==> src/rtl/xbus_pkg.sv <==
package xbus_pkg;

    parameter int ADDR_W    = 24;
    parameter int AREA_W    = 3;
    parameter int NUM_AREAS = 1 << AREA_W;
    parameter int WAIT_W    = 2;
    parameter int DATA_W    = 16;
    parameter int BYTE_W    = 8;
    parameter int LANES     = DATA_W / BYTE_W;
    parameter int CFG_SEL_W = 2;

    localparam logic [CFG_SEL_W-1:0] SEL_WIDTH = 2'd0;
    localparam logic [CFG_SEL_W-1:0] SEL_WAIT  = 2'd1;
    localparam logic [CFG_SEL_W-1:0] SEL_PINW  = 2'd2;

    typedef logic [AREA_W-1:0] area_t;

    typedef enum logic [2:0] {
        ST_IDLE,
        ST_T1,
        ST_TW,
        ST_T2,
        ST_REL
    } bus_state_t;

    typedef struct packed {
        area_t             area;
        logic              wide;
        logic [WAIT_W-1:0] waits;
        logic              pin_wait;
    } area_attr_t;

    typedef struct packed {
        logic [ADDR_W-1:0] addr;
        logic              write;
        logic              word;
        logic [DATA_W-1:0] wdata;
    } access_t;

    // Bit 1: upper lane (D15..D8), bit 0: lower lane (D7..D0)
    function automatic logic [LANES-1:0] lane_mask(input logic wide,
                                                   input logic word,
                                                   input logic odd);
        if (!wide)
            return 2'b10;
        else if (word && !odd)
            return 2'b11;
        else if (odd)
            return 2'b01;
        else
            return 2'b10;
    endfunction

    function automatic logic [DATA_W-1:0] place_wdata(input logic [LANES-1:0] lanes,
                                                      input logic [DATA_W-1:0] wd);
        case (lanes)
            2'b11:   return wd;
            2'b01:   return {{BYTE_W{1'b0}}, wd[BYTE_W-1:0]};
            default: return {wd[BYTE_W-1:0], {BYTE_W{1'b0}}};
        endcase
    endfunction

    function automatic logic [DATA_W-1:0] pick_rdata(input logic [LANES-1:0] lanes,
                                                     input logic [DATA_W-1:0] din);
        case (lanes)
            2'b11:   return din;
            2'b01:   return {{BYTE_W{1'b0}}, din[BYTE_W-1:0]};
            default: return {{BYTE_W{1'b0}}, din[DATA_W-1:BYTE_W]};
        endcase
    endfunction

endpackage

==> src/rtl/xbus_cfg_regs.sv <==
module xbus_cfg_regs
    import xbus_pkg::*;
(
    input  logic                        clk,
    input  logic                        rst,
    input  logic                        cfg_we,
    input  logic [CFG_SEL_W-1:0]        cfg_sel,
    input  logic [DATA_W-1:0]           cfg_wdata,
    output logic [NUM_AREAS-1:0]        width_bits,
    output logic [NUM_AREAS*WAIT_W-1:0] wait_bits,
    output logic [NUM_AREAS-1:0]        pinw_bits
);

    always_ff @(posedge clk) begin
        if (rst) begin
            width_bits <= '0;
            wait_bits  <= '1;
            pinw_bits  <= '0;
        end else if (cfg_we) begin
            case (cfg_sel)
                SEL_WIDTH: width_bits <= cfg_wdata[NUM_AREAS-1:0];
                SEL_WAIT:  wait_bits  <= cfg_wdata[NUM_AREAS*WAIT_W-1:0];
                SEL_PINW:  pinw_bits  <= cfg_wdata[NUM_AREAS-1:0];
                default: ;
            endcase
        end
    end

    AST_UNUSED_SEL_KEEPS: assert property (@(posedge clk) disable iff (rst)
        (cfg_we && cfg_sel == 2'd3) |=> ($stable(width_bits) && $stable(wait_bits) && $stable(pinw_bits)));

endmodule

==> src/rtl/xbus_area_decode.sv <==
module xbus_area_decode
    import xbus_pkg::*;
(
    input  logic [ADDR_W-1:0]           addr,
    input  logic [NUM_AREAS-1:0]        width_bits,
    input  logic [NUM_AREAS*WAIT_W-1:0] wait_bits,
    input  logic [NUM_AREAS-1:0]        pinw_bits,
    output area_attr_t                  attr
);

    area_t area;

    always_comb begin
        area          = addr[ADDR_W-1 -: AREA_W];
        attr.area     = area;
        attr.wide     = width_bits[area];
        attr.waits    = wait_bits[area*WAIT_W +: WAIT_W];
        attr.pin_wait = pinw_bits[area];
    end

endmodule

==> src/rtl/xbus_cycle_fsm.sv <==
module xbus_cycle_fsm
    import xbus_pkg::*;
(
    input  logic                 clk,
    input  logic                 rst,
    input  logic                 req_valid,
    input  access_t              req,
    input  area_attr_t           attr_in,
    output logic                 req_done,
    output logic [DATA_W-1:0]    req_rdata,
    output logic [NUM_AREAS-1:0] cs_n,
    output logic                 as_n,
    output logic                 rd_n,
    output logic                 hwr_n,
    output logic                 lwr_n,
    output logic                 ctl_oe,
    output logic [ADDR_W-1:0]    bus_addr,
    output logic                 addr_oe,
    output logic [DATA_W-1:0]    bus_dout,
    output logic [LANES-1:0]     dout_oe,
    input  logic [DATA_W-1:0]    bus_din,
    input  logic                 wait_n,
    input  logic                 breq_n,
    output logic                 back_n
);

    bus_state_t        state;
    access_t           acc_q;
    area_attr_t        attr_q;
    logic [WAIT_W-1:0] wcnt;
    logic              done_q;
    logic [DATA_W-1:0] rdata_q;
    logic              in_cyc;
    logic [LANES-1:0]  lanes;

    assign lanes  = lane_mask(attr_q.wide, acc_q.word, acc_q.addr[0]);
    assign in_cyc = (state == ST_T1) || (state == ST_TW) || (state == ST_T2);

    always_ff @(posedge clk) begin
        if (rst) begin
            state   <= ST_IDLE;
            acc_q   <= '0;
            attr_q  <= '0;
            wcnt    <= '0;
            done_q  <= 1'b0;
            rdata_q <= '0;
        end else begin
            done_q <= 1'b0;
            case (state)
                ST_IDLE: begin
                    if (!breq_n) begin
                        state <= ST_REL;
                    end else if (req_valid && !done_q) begin
                        state  <= ST_T1;
                        acc_q  <= req;
                        attr_q <= attr_in;
                        wcnt   <= attr_in.waits;
                    end
                end
                ST_T1, ST_TW: begin
                    if (wcnt != '0) begin
                        state <= ST_TW;
                        wcnt  <= wcnt - 1'b1;
                    end else if (attr_q.pin_wait && !wait_n) begin
                        state <= ST_TW;
                    end else begin
                        state <= ST_T2;
                    end
                end
                ST_T2: begin
                    state   <= ST_IDLE;
                    done_q  <= 1'b1;
                    rdata_q <= pick_rdata(lanes, bus_din);
                end
                ST_REL: begin
                    if (breq_n)
                        state <= ST_IDLE;
                end
                default: state <= ST_IDLE;
            endcase
        end
    end

    genvar gi;
    generate
        for (gi = 0; gi < NUM_AREAS; gi++) begin : g_cs
            assign cs_n[gi] = !(in_cyc && (attr_q.area == area_t'(gi)));
        end
    endgenerate

    assign as_n      = !in_cyc;
    assign rd_n      = !(in_cyc && !acc_q.write);
    assign hwr_n     = !(in_cyc && acc_q.write && lanes[1]);
    assign lwr_n     = !(in_cyc && acc_q.write && lanes[0]);
    assign ctl_oe    = (state != ST_REL);
    assign addr_oe   = (state != ST_REL);
    assign back_n    = (state != ST_REL);
    assign bus_addr  = acc_q.addr;
    assign bus_dout  = place_wdata(lanes, acc_q.wdata);
    assign dout_oe   = (in_cyc && acc_q.write) ? lanes : '0;
    assign req_done  = done_q;
    assign req_rdata = rdata_q;

    AST_ONE_CS: assert property (@(posedge clk) disable iff (rst)
        $onehot0(~cs_n));
    AST_CS_WITH_AS: assert property (@(posedge clk) disable iff (rst)
        (!as_n) |-> (cs_n != '1));
    AST_RD_WR_EXCL: assert property (@(posedge clk) disable iff (rst)
        !(!rd_n && !(hwr_n && lwr_n)));
    AST_LWR_NEEDS_WIDE: assert property (@(posedge clk) disable iff (rst)
        (!lwr_n) |-> attr_q.wide);
    AST_WAITS_DRAINED: assert property (@(posedge clk) disable iff (rst)
        (state == ST_T2) |-> (wcnt == '0));
    AST_RELEASE_HIZ: assert property (@(posedge clk) disable iff (rst)
        (!back_n) |-> (!ctl_oe && !addr_oe && dout_oe == '0));
    AST_GRANT_AFTER_ACCESS: assert property (@(posedge clk) disable iff (rst)
        $fell(back_n) |-> $past(as_n));
    AST_NO_STROBE_RELEASED: assert property (@(posedge clk) disable iff (rst)
        (!back_n) |-> (as_n && cs_n == '1));

endmodule

==> src/rtl/xbus_area_ctrl.sv <==
module xbus_area_ctrl
    import xbus_pkg::*;
(
    input  logic                 clk,
    input  logic                 rst,
    input  logic                 req_valid,
    input  logic                 req_write,
    input  logic                 req_word,
    input  logic [ADDR_W-1:0]    req_addr,
    input  logic [DATA_W-1:0]    req_wdata,
    output logic                 req_done,
    output logic [DATA_W-1:0]    req_rdata,
    input  logic                 cfg_we,
    input  logic [CFG_SEL_W-1:0] cfg_sel,
    input  logic [DATA_W-1:0]    cfg_wdata,
    output logic [NUM_AREAS-1:0] cs_n,
    output logic                 as_n,
    output logic                 rd_n,
    output logic                 hwr_n,
    output logic                 lwr_n,
    output logic                 ctl_oe,
    output logic [ADDR_W-1:0]    bus_addr,
    output logic                 addr_oe,
    output logic [DATA_W-1:0]    bus_dout,
    output logic [LANES-1:0]     dout_oe,
    input  logic [DATA_W-1:0]    bus_din,
    input  logic                 wait_n,
    input  logic                 breq_n,
    output logic                 back_n
);

    logic [NUM_AREAS-1:0]        width_bits;
    logic [NUM_AREAS*WAIT_W-1:0] wait_bits;
    logic [NUM_AREAS-1:0]        pinw_bits;
    area_attr_t                  attr;
    access_t                     req;

    assign req.addr  = req_addr;
    assign req.write = req_write;
    assign req.word  = req_word;
    assign req.wdata = req_wdata;

    xbus_cfg_regs u_cfg (
        .clk        (clk),
        .rst        (rst),
        .cfg_we     (cfg_we),
        .cfg_sel    (cfg_sel),
        .cfg_wdata  (cfg_wdata),
        .width_bits (width_bits),
        .wait_bits  (wait_bits),
        .pinw_bits  (pinw_bits)
    );

    xbus_area_decode u_dec (
        .addr       (req_addr),
        .width_bits (width_bits),
        .wait_bits  (wait_bits),
        .pinw_bits  (pinw_bits),
        .attr       (attr)
    );

    xbus_cycle_fsm u_fsm (
        .clk       (clk),
        .rst       (rst),
        .req_valid (req_valid),
        .req       (req),
        .attr_in   (attr),
        .req_done  (req_done),
        .req_rdata (req_rdata),
        .cs_n      (cs_n),
        .as_n      (as_n),
        .rd_n      (rd_n),
        .hwr_n     (hwr_n),
        .lwr_n     (lwr_n),
        .ctl_oe    (ctl_oe),
        .bus_addr  (bus_addr),
        .addr_oe   (addr_oe),
        .bus_dout  (bus_dout),
        .dout_oe   (dout_oe),
        .bus_din   (bus_din),
        .wait_n    (wait_n),
        .breq_n    (breq_n),
        .back_n    (back_n)
    );

endmodule

==> config.mk <==
export PLATFORM = sky130hd
export DESIGN_NAME = xbus_area_ctrl
export DESIGN_NICKNAME = d
export VERILOG_FILES = /design/src/rtl/xbus_pkg.sv /design/src/rtl/xbus_cfg_regs.sv /design/src/rtl/xbus_area_decode.sv /design/src/rtl/xbus_cycle_fsm.sv /design/src/rtl/xbus_area_ctrl.sv
export SDC_FILE = /design/constraint.sdc
export NUM_CORES = 1
export LEC_CHECK = 0
export BUFFER_PORTS_ARGS = -buffer_cell sky130_fd_sc_hd__buf_2
export CORE_MARGIN = 10
export CORE_UTILIZATION = 49
export CTS_CLUSTER_DIAMETER = 100
export DETAILED_ROUTE_END_ITERATION = 10
export GPL_TIMING_DRIVEN = 0
export PLACE_DENSITY_LB_ADDON = 0.08
export SETUP_SLACK_MARGIN = 0.5
export SLEW_MARGIN = 30
export SYNTH_ARGS = -nofsm -noshare
export SYNTH_HDL_FRONTEND = slang
export SYNTH_SLANG_ARGS = --single-unit
export TNS_END_PERCENT = 50
==> constraint.sdc <==
create_clock -name clk -period 4.13 [get_ports clk]
set_input_delay 0.413 -clock clk [delete_from_list [all_inputs] [get_ports clk]]
set_output_delay 0.413 -clock clk [all_outputs]
set_load 0.05 [all_outputs]
**Word level (Yosys, flattened, before mapping)**

Cells that the tools add are included.

- Bits of input ports: 82
- Word-level logic and storage cells: 104
- Register bits after elaboration: 101
- Output and inout port bits: 74

- $lt $le $gt $ge: 1
- Multiplexer cells: 21
- Reduce and logical (&&, ||, !) cells: 45
- Eq/ne operators: 21
- $add $sub $neg: 1
- Shifts and indexed selects: 1

Operators with widths:

| cell | number |
|---|---|
| one-hot mux 16 bit (2 select lines) | 2 |
| zero test 1 bit | 16 |
| variable part select 16 x 5 -> 2 bit | 1 |
| == test 3 bit (second input constant) | 5 |
| logical AND 1 bit | 15 |
| two-way mux 2 bit | 7 |
| == test 3 x 2 -> 1 bit (second input constant) | 4 |
| two-way mux 3 bit | 4 |
| one-hot mux 3 bit (3 select lines) | 1 |
| AND reduction 2 bit | 4 |
| binary-select mux 1 bit (select 3 bit) | 2 |
| == test 3 x 1 -> 1 bit (second input constant) | 2 |
| zero test 3 bit | 2 |
| == test 2 x 1 -> 1 bit (second input constant) | 2 |
| == test 2 bit (second input constant) | 2 |
| less-than comparator 3 x 4 -> 1 bit (second input constant) | 1 |
| two-way mux 1 bit | 4 |
| inequality test 2 x 1 -> 1 bit (second input constant) | 2 |
| inequality test 2 bit (second input constant) | 2 |
| one-hot mux 2 bit (2 select lines) | 1 |
| AND reduction 4 bit | 1 |
| nonzero test 2 bit | 2 |
| inequality test 3 x 2 -> 1 bit (second input constant) | 1 |
| inequality test 3 bit (second input constant) | 1 |
| 5 further kinds | 6 |

**Longest topological paths before layout**

Gate-level depths: netlist of the first run.

- Depth after elaboration: 6
- Gate-level depth with buffers: 7
- Depth with buffers taken out: 5

**Hierarchy**

A second synthesis of the first run with hierarchy kept.

- Cells, all modules: 537
- Area, all modules: 4613.2 um^2

Modules (own cells, without submodules):

| module | sequential area each (um^2) | times used | area each (um^2) | cells an instance |
|---|---|---|---|---|
| xbus_cycle_fsm | 1381.3 | 1 | 2984.1 | 385 |
| xbus_cfg_regs | 640.6 | 1 | 1336.3 | 135 |
| xbus_area_decode | 0.0 | 1 | 292.8 | 17 |

**Worst setup path after synthesis of the first run**

OpenSTA, ideal clock, no wires.

- Kind: register to output
- From: register u_fsm.acc_q, in the netlist u_fsm.bus_addr[0]
- To: output port dout_oe[0]
- Slack: 1886 ps
- Buffers on the path: 1
- Arrival: 1831 ps
- Cell stages (with the launch flop): 5
- Data required time: 3717 ps
- Cell sequence: dfxtp_1 > o21a_1 > clkbuf_1 > nand3_1 > inv_1

- Cells in the longest elaborated chain, start to end: 5
- Elaborated cells between the ends (all ways): 6
- Those cells by class: mux (4); reduce/logical (2)

Ends and longest elaborated chain:

| what | RTL line | source |
|---|---|---|
| start, declared | xbus_cycle_fsm.sv:28 | `access_t acc_q;` |
| start signal, assigned | xbus_cycle_fsm.sv:55 | `acc_q <= req;` |
| zero test 1 bit | xbus_pkg.sv:46 | `else if (word && !odd)` |
| logical AND 1 bit | xbus_pkg.sv:46 |  |
| two-way mux 2 bit (*) | xbus_pkg.sv:46 |  |
| two-way mux 2 bit (*) | xbus_pkg.sv:44 | `if (!wide)` |
| two-way mux 2 bit (*) | xbus_cycle_fsm.sv:100 | `assign dout_oe = (in_cyc && acc_q.write) ? lanes : '0;` |
| end, declared | xbus_area_ctrl.sv:25 | `output logic [LANES-1:0] dout_oe,` |

Every way passes the cells marked *; elsewhere a longest branch is shown, timed or not.

**Final worst setup path of the first run**

Same ends and word-level chain as after synthesis.

==> key figures, run 1 <==
Run status
  – Run status: complete, no violations

Logic synthesis
  – Warnings from Yosys: 0
  – Post-synth EDFFs: 0
  – Sequential-to-total area share from yosys stat: ~45%
  – Top_reg_cell synth: dfxtp_1
  – Syn_nets: around 590
  – Asr flop ratio synth: 0%
  – Syn Area/Cell: 8.495 sq um
  – Post-Syn Area: roughly 4300 sq um
  – Netlist cell types: 38
  – Top-count cell post-synth: nand2_1
  – Synth area leaders: dfxtp_1 (45%), nand2_1 (13%), buf_4 (5.2%), a21oi_1 (5.0%), mux2i_1 (4.2%)
  – Top post-synthesis cells by count: nand2_1 (144), dfxtp_1 (98), a21oi_1 (43)
  – Yosys top cell area share: between 40% and 50%
  – Post-synthesis register bit count: 98
  – Area leader, netlist: dfxtp_1
  – Mapped Cells: 508

Timing
  – Unrepaired setup endpoints after global routing: no
  – Pins Over Slew Limit: 0
  – Final hold slack: 234.8 ps
  – Final setup TNS: 0 ps
  – Final hold vios: 0
  – Fmax: just over 400 MHz
  – Worst-Margin Slew: between 500 and 600 ps
  – Slew HR: roughly three fifths
  – Fin crit share: between 60 and 70%
  – Layout Skew: 11.72 ps
  – Crit path time final: between 2000 and 2500 ps
  – Final setup viols: 0

Critical path
  – CP Data Required Time: 3720 ps
  – R2r startpoint: u_fsm.bus_addr[0]$_SDFFE_PP0P_
  – Crit end category: output pin
  – Crit Path Category: flop to output pin
  – Register-to-register setup slack: roughly 2500 ps
  – CP Max Fanout: 10
  – Worst Path Arrival: 2070 ps
  – R2R depth: 4
  – RR Endpoint: u_fsm.req_rdata[7]$_SDFFE_PP0N_
  – CP Launch Type: flop

Clock network
  – Reg clk slew, reported paths: around 90 ps
  – Max H-tree Level: 3
  – Clock root buffer: clkbuf_8
  – CTS tree: built
  – Worst-Skew Late Latency: 350 ps
  – CTS Buf Count: 9
  – Clk buf depth: 2
  – Postcts setup bufs: 0
  – Post_cts resized: 0
  – Clk sinks: 98
  – CTS Hold Bufs: 0

Detailed routing
  – Routed length on met1: between 5000 and 6000 microns
  – Post-DRT Antenna Nets: 0
  – Via count: 3881
  – Post-DR vias/cell: between 4 and 5
  – Met2 WL: ~5600 microns
  – Drt pass-1 iters: 4
  – DR WL/cell: between 15 and 20 microns
  – First DRT Iteration DRCs: between 150 and 200
  – Highest metal used: met4
  – Total Routed Length: 11950 microns
  – Drt drc: 0
  – Met3 WL: ~900 microns

Global routing
  – Pin count of the biggest net entering global routing: 15
  – GRT overflow: 0
  – Vias in the first global route: ~4000
  – Total GRT Usage: 18.04%
  – First-pass GRT wire length: between 15000 and 20000 microns
  – Initial antenna violation count: 0

Finish
  – Multi-input gate area: around 1900 sq um
  – Layout Nets: roughly 750
  – ANT cells: 0
  – Final core occ: just over 60%
  – Layout cells sized above 1: roughly a third
  – Area grow syn2layout: 24.67%
  – Register area: between 1500 and 2000 sq um
  – Fillers: between 800 and 900

Floorplanning
  – Die height: ~110 microns
  – Die area: roughly 13000 sq um
  – Starting Density: roughly 50%
  – # IOs: approximately 160
  – Die width: 113.8 microns
  – Num rows: 34
  – Core area: roughly 8600 sq um

Placed design
  – PortBufs: ~150
  – RePlAce Congestion: 0.7914
  – Detailed Place HPWL: 9334 microns

Min path
  – Sink of the worst hold path: u_fsm.state[2]$_SDFFE_PP0P_
  – Hold_sp: breq_n
  – Hold/Removal Path Class: input pin to flop
  – Hold-critical path depth: 2

Power and ir drop
  – VDD IR max: ~0.2 mV
  – Power Density: 371.8 nW/um^2
  – Tot Pwr: 2.001 mW
  – Leak: ~2.5 nW

Run
  – Max Cap Violations: 0
==> cell families after synthesis <==
logic type,share of synthesized area [%]
buffers and inverters,9.771
AOI/OAI and AO/OA,11.05
DFF,45.46
and+or+nand+nor,24.36
xor gates and xnor gates,0.2030
adders and majority gates,0.2899
muxes,8.872
==> final cells by class <==
| class | count | share of cell area [%] |
|---|---|---|
| Sequential cell | 98 | 36.47 |
| Multi-Input combinational cell | 342 | 35.91 |
| Timing Repair Buffer | 151 | 14.05 |
| Buffer | 64 | 7.558 |
| Tap cell | 108 | 2.512 |
| Clock buffer | 11 | 2.442 |
| Clock inverter | 3 | 0.7907 |
| Inverter | 4 | 0.2791 |
==> power breakdown <==
part | total [mW] | internal (mW) | switching (mW)
combinational | 0.398 | 0.147 | 0.251
clock | 0.585 | 0.274 | 0.311
sequential | 1.02 | 0.991 | 0.0276
total | 2.00 | 1.41 | 0.590
==> layer usage <==
| metal | up-vias | global-route usage, % |
|---|---|---|
| met1 | 1763 | 22.73 |
| met3 | 6 | 5.249 |
| met2 | 118 | 29.36 |
| met4 | 0 | 5.013 |
| li1 | 1994 | - |
| met5 | - | 0 |
==> cell usage in the layout, fill, tap and decap left out, types with 3 or more instances in the layout <==
cell / count
a311oi_1: 8
and2_1: 10
clkbuf_8: 9
dfxtp_1: 98
nand3b_1: 19
buf_6: 5
nor3_1: 4
nor2_1: 39
a31oi_1: 3
nand3_1: 5
mux4_2: 8
nand2_1: 144
clkbuf_1: 17
a22o_1: 8
inv_1: 4
buf_4: 30
a21oi_1: 43
buf_2: 164
mux2i_1: 18
a22oi_1: 8
==> worst max-delay path by stage <==
stage | start | to | slack [ps] | depth (start not counted)
after global routing | u_fsm.bus_addr[0]$_SDFFE_PP0P_ | dout_oe[0] | 1490 | 5
final | u_fsm.bus_addr[0]$_SDFFE_PP0P_ | dout_oe[0] | 1650 | 5
after detailed placement | u_fsm.bus_addr[0]$_SDFFE_PP0P_ | dout_oe[0] | 2010 | 5
after global placement | u_fsm.bus_addr[0]$_SDFFE_PP0P_ | dout_oe[0] | 2000 | 5
after CTS | u_fsm.bus_addr[0]$_SDFFE_PP0P_ | dout_oe[0] | 1600 | 5
after floorplan | u_fsm.bus_addr[0]$_SDFFE_PP0P_ | dout_oe[0] | 1890 | 4
==> per-stage QoR <==
step / setup slack [ps] / cell area [sq um] / std cells
floorplan: 1886 / 4315 / 508
global placement: 2003 / 5206 / 767
detailed placement: 2006 / 5206 / 767
CTS: 1603 / 5380 / 781
global route: 1490 / 5380 / 781
finish: 1648 / 5380 / 781
==> flip-flops by register name, indices dropped and copies added (netlist names) <==
| name | cells |
|---|---|
| u_cfg.wait_bits | 16 |
| u_fsm.req_done | 1 |
| u_fsm.req_rdata | 16 |
| u_cfg.width_bits | 8 |
| u_fsm.state | 3 |
| u_fsm.attr_q | 5 |
| u_fsm.wcnt | 2 |
| u_cfg.pinw_bits | 8 |
| u_fsm.acc_q | 18 |
| u_fsm.bus_addr | 21 |
==> critical path, cell delays in order (launching register included) <==
cell and delay, ps:
dfxtp_1 430, o21a_1 340, clkbuf_1 400, nand3_1 200, inv_1 80, buf_2 260
Power figures use the tool's default switching activity.
==> inputs of run 2 (changes only) <==
- clock period: 4.13 -> 2.58 ns (I/O delays scaled with it)
==> run 2 against run 1 <==
Final cell count up 0.13%; design area up 1.1%; register-to-register slack worse by 1500 ps; die area unchanged; clock skew down 2.0 ps; sequential cell count unchanged; combinational power up 62%; largest power group unchanged; via count up 2.6%; sequential share of layout area down 0.34 points.
==> key figures, run 2 (synthesis gave the netlist of run 1 again) <==
Floorplanning
  – Die width: ~110 microns
  – Core area: 8636 sq um
  – # IOs: roughly 160
  – Die area: between 10000 and 15000 sq um
  – Die height: 113.8 microns
  – Num rows: 34
  – Starting Density: about half

Clock network
  – Worst-Skew Late Latency: between 300 and 400 ps
  – Clk sinks: between 90 and 100
  – CTS Hold Bufs: 0
  – Clock root buffer: clkbuf_8
  – Clk buf depth: 2
  – CTS Buf Count: 9
  – CTS tree: built
  – Reg clk slew, reported paths: around 90 ps
  – Max H-tree Level: 3
  – Postcts setup bufs: 0
  – Post_cts resized: 6

Timing
  – Worst-Margin Slew: between 500 and 600 ps
  – Pins Over Slew Limit: 0
  – Final setup viols: 0
  – Final setup TNS: 0 ps
  – Fmax: around 500 MHz
  – Final hold slack: ~87 ps
  – Crit path time final: ~2000 ps
  – Fin crit share: between 70 and 80%
  – Unrepaired setup endpoints after global routing: no
  – Final hold vios: 0
  – Slew HR: between 60 and 70%
  – Layout Skew: 9.745 ps

Critical path
  – Critical-path cell list: o21a_4 -> clkbuf_4 -> nand3_1 -> clkinvlp_4 -> buf_4
  – Worst Path Arrival: roughly 1800 ps
  – CP max stage delay: around 470 ps
  – Crit Path Category: flop to output pin
  – Crit end category: output pin
  – Slowest cell on crit path: dfxtp_1
  – CP Launch Type: flop
  – CP Max Fanout: 10
  – CP Data Required Time: between 2000 and 2500 ps

Finish
  – Final core occ: between 60% and 70%
  – Commonest non-fill, non-tap cell in the layout: buf_2
  – Most frequent cells in the layout: buf_2 (162), nand2_1 (144), dfxtp_1 (96)
  – Multi-input gate area: 1956 sq um
  – Register area: between 1500 and 2000 sq um
  – Layout cells sized above 1: 34.57%
  – ANT cells: 0
  – Layout Nets: 753
  – Area grow syn2layout: 26.01%
  – Largest register FFs: 21
  – Fillers: ~800

Placed design
  – RePlAce Congestion: between 0.7 and 0.8
  – Detailed Place HPWL: roughly 9000 microns
  – PortBufs: around 150

Power and ir drop
  – Leak: approximately 2.5 nW
  – Power Density: ~600 nW/um^2
  – VDD IR max: approximately 0.27 mV
  – Tot Pwr: 3.260 mW

Detailed routing
  – Total Routed Length: between 10000 and 15000 microns
  – DR WL/cell: about 15 microns
  – Drt pass-1 iters: 4
  – Post-DRT Antenna Nets: 0
  – Post-DR vias/cell: between 5 and 6
  – Drt drc: 0
  – Via count: between 3000 and 4000
  – First DRT Iteration DRCs: 220

Run status
  – Run status: complete, no violations

Run
  – Max Cap Violations: 0

Global routing
  – Pin count of the biggest net entering global routing: 16
  – Vias in the first global route: 4076
  – Total GRT Usage: approximately 18%
  – GRT overflow: 0
  – First-pass GRT wire length: a little under 20000 microns
  – Initial antenna violation count: 0

Min path
  – Hold/Removal Path Class: input pin to flop
[run 2: layout make-up]
class,instances,share of cell area (%)
Sequential cell,98,36.13
Clock buffer,11,2.600
Multi-Input combinational cell,342,35.96
Timing Repair Buffer,151,13.94
Inverter,4,0.3451
Clock inverter,4,0.9434
Tap cell,108,2.485
Buffer,64,7.593
[run 2: through the flow]
stage / area (sq um) / cells / worst slack [ps]
2_1_floorplan: 4319 / 508 / 523.5
3_3_place_gp: 5210 / 767 / 526.6
3_5_place_dp: 5210 / 767 / 521.3
4_1_cts: 5416 / 782 / 464.6
5_1_grt: 5438 / 782 / 489.7
6_report: 5438 / 782 / 575.9
[run 2: worst max-delay path, delay by kind of cell, from the launching register on]
family                 cells  cell delay [ps]
DFF                        1              470
buffers and inverters      3              520
and+or+nand+nor            1              180
AOI/OAI and AO/OA          1              220
[run 2: path summary, 6_finish.rpt]
path                                        start                         endpoint  slack [ps]  cells past startpoint
setup / recovery     u_fsm.acc_q[16]$_SDFFE_PP0P_                       dout_oe[0]         580                      5
hold / removal                             breq_n      u_fsm.state[2]$_SDFFE_PP0P_          90                      2
setup reg to reg      u_fsm.state[2]$_SDFFE_PP0P_  u_fsm.bus_addr[19]$_SDFFE_PP0P_        1010                      6
hold reg to reg   u_fsm.bus_addr[11]$_SDFFE_PP0P_  u_fsm.bus_addr[11]$_SDFFE_PP0P_         460                      2
[run 2: layer usage]
metal	vias up	track usage (%)	wire, microns
li1	1997	-	-
met1	1835	22.05	5345
met2	131	28.75	5289
met3	19	5.512	1010
met4	0	6.850	244
met5	-	0	0
[run 2: report_power, final]
group / switching [mW] / internal (mW) / leakage (nW) / total (mW)
sequential: 0.0443 / 1.59 / 0.799 / 1.63
combinational: 0.408 / 0.237 / 1.59 / 0.645
clock: 0.513 / 0.472 / 0.0958 / 0.985
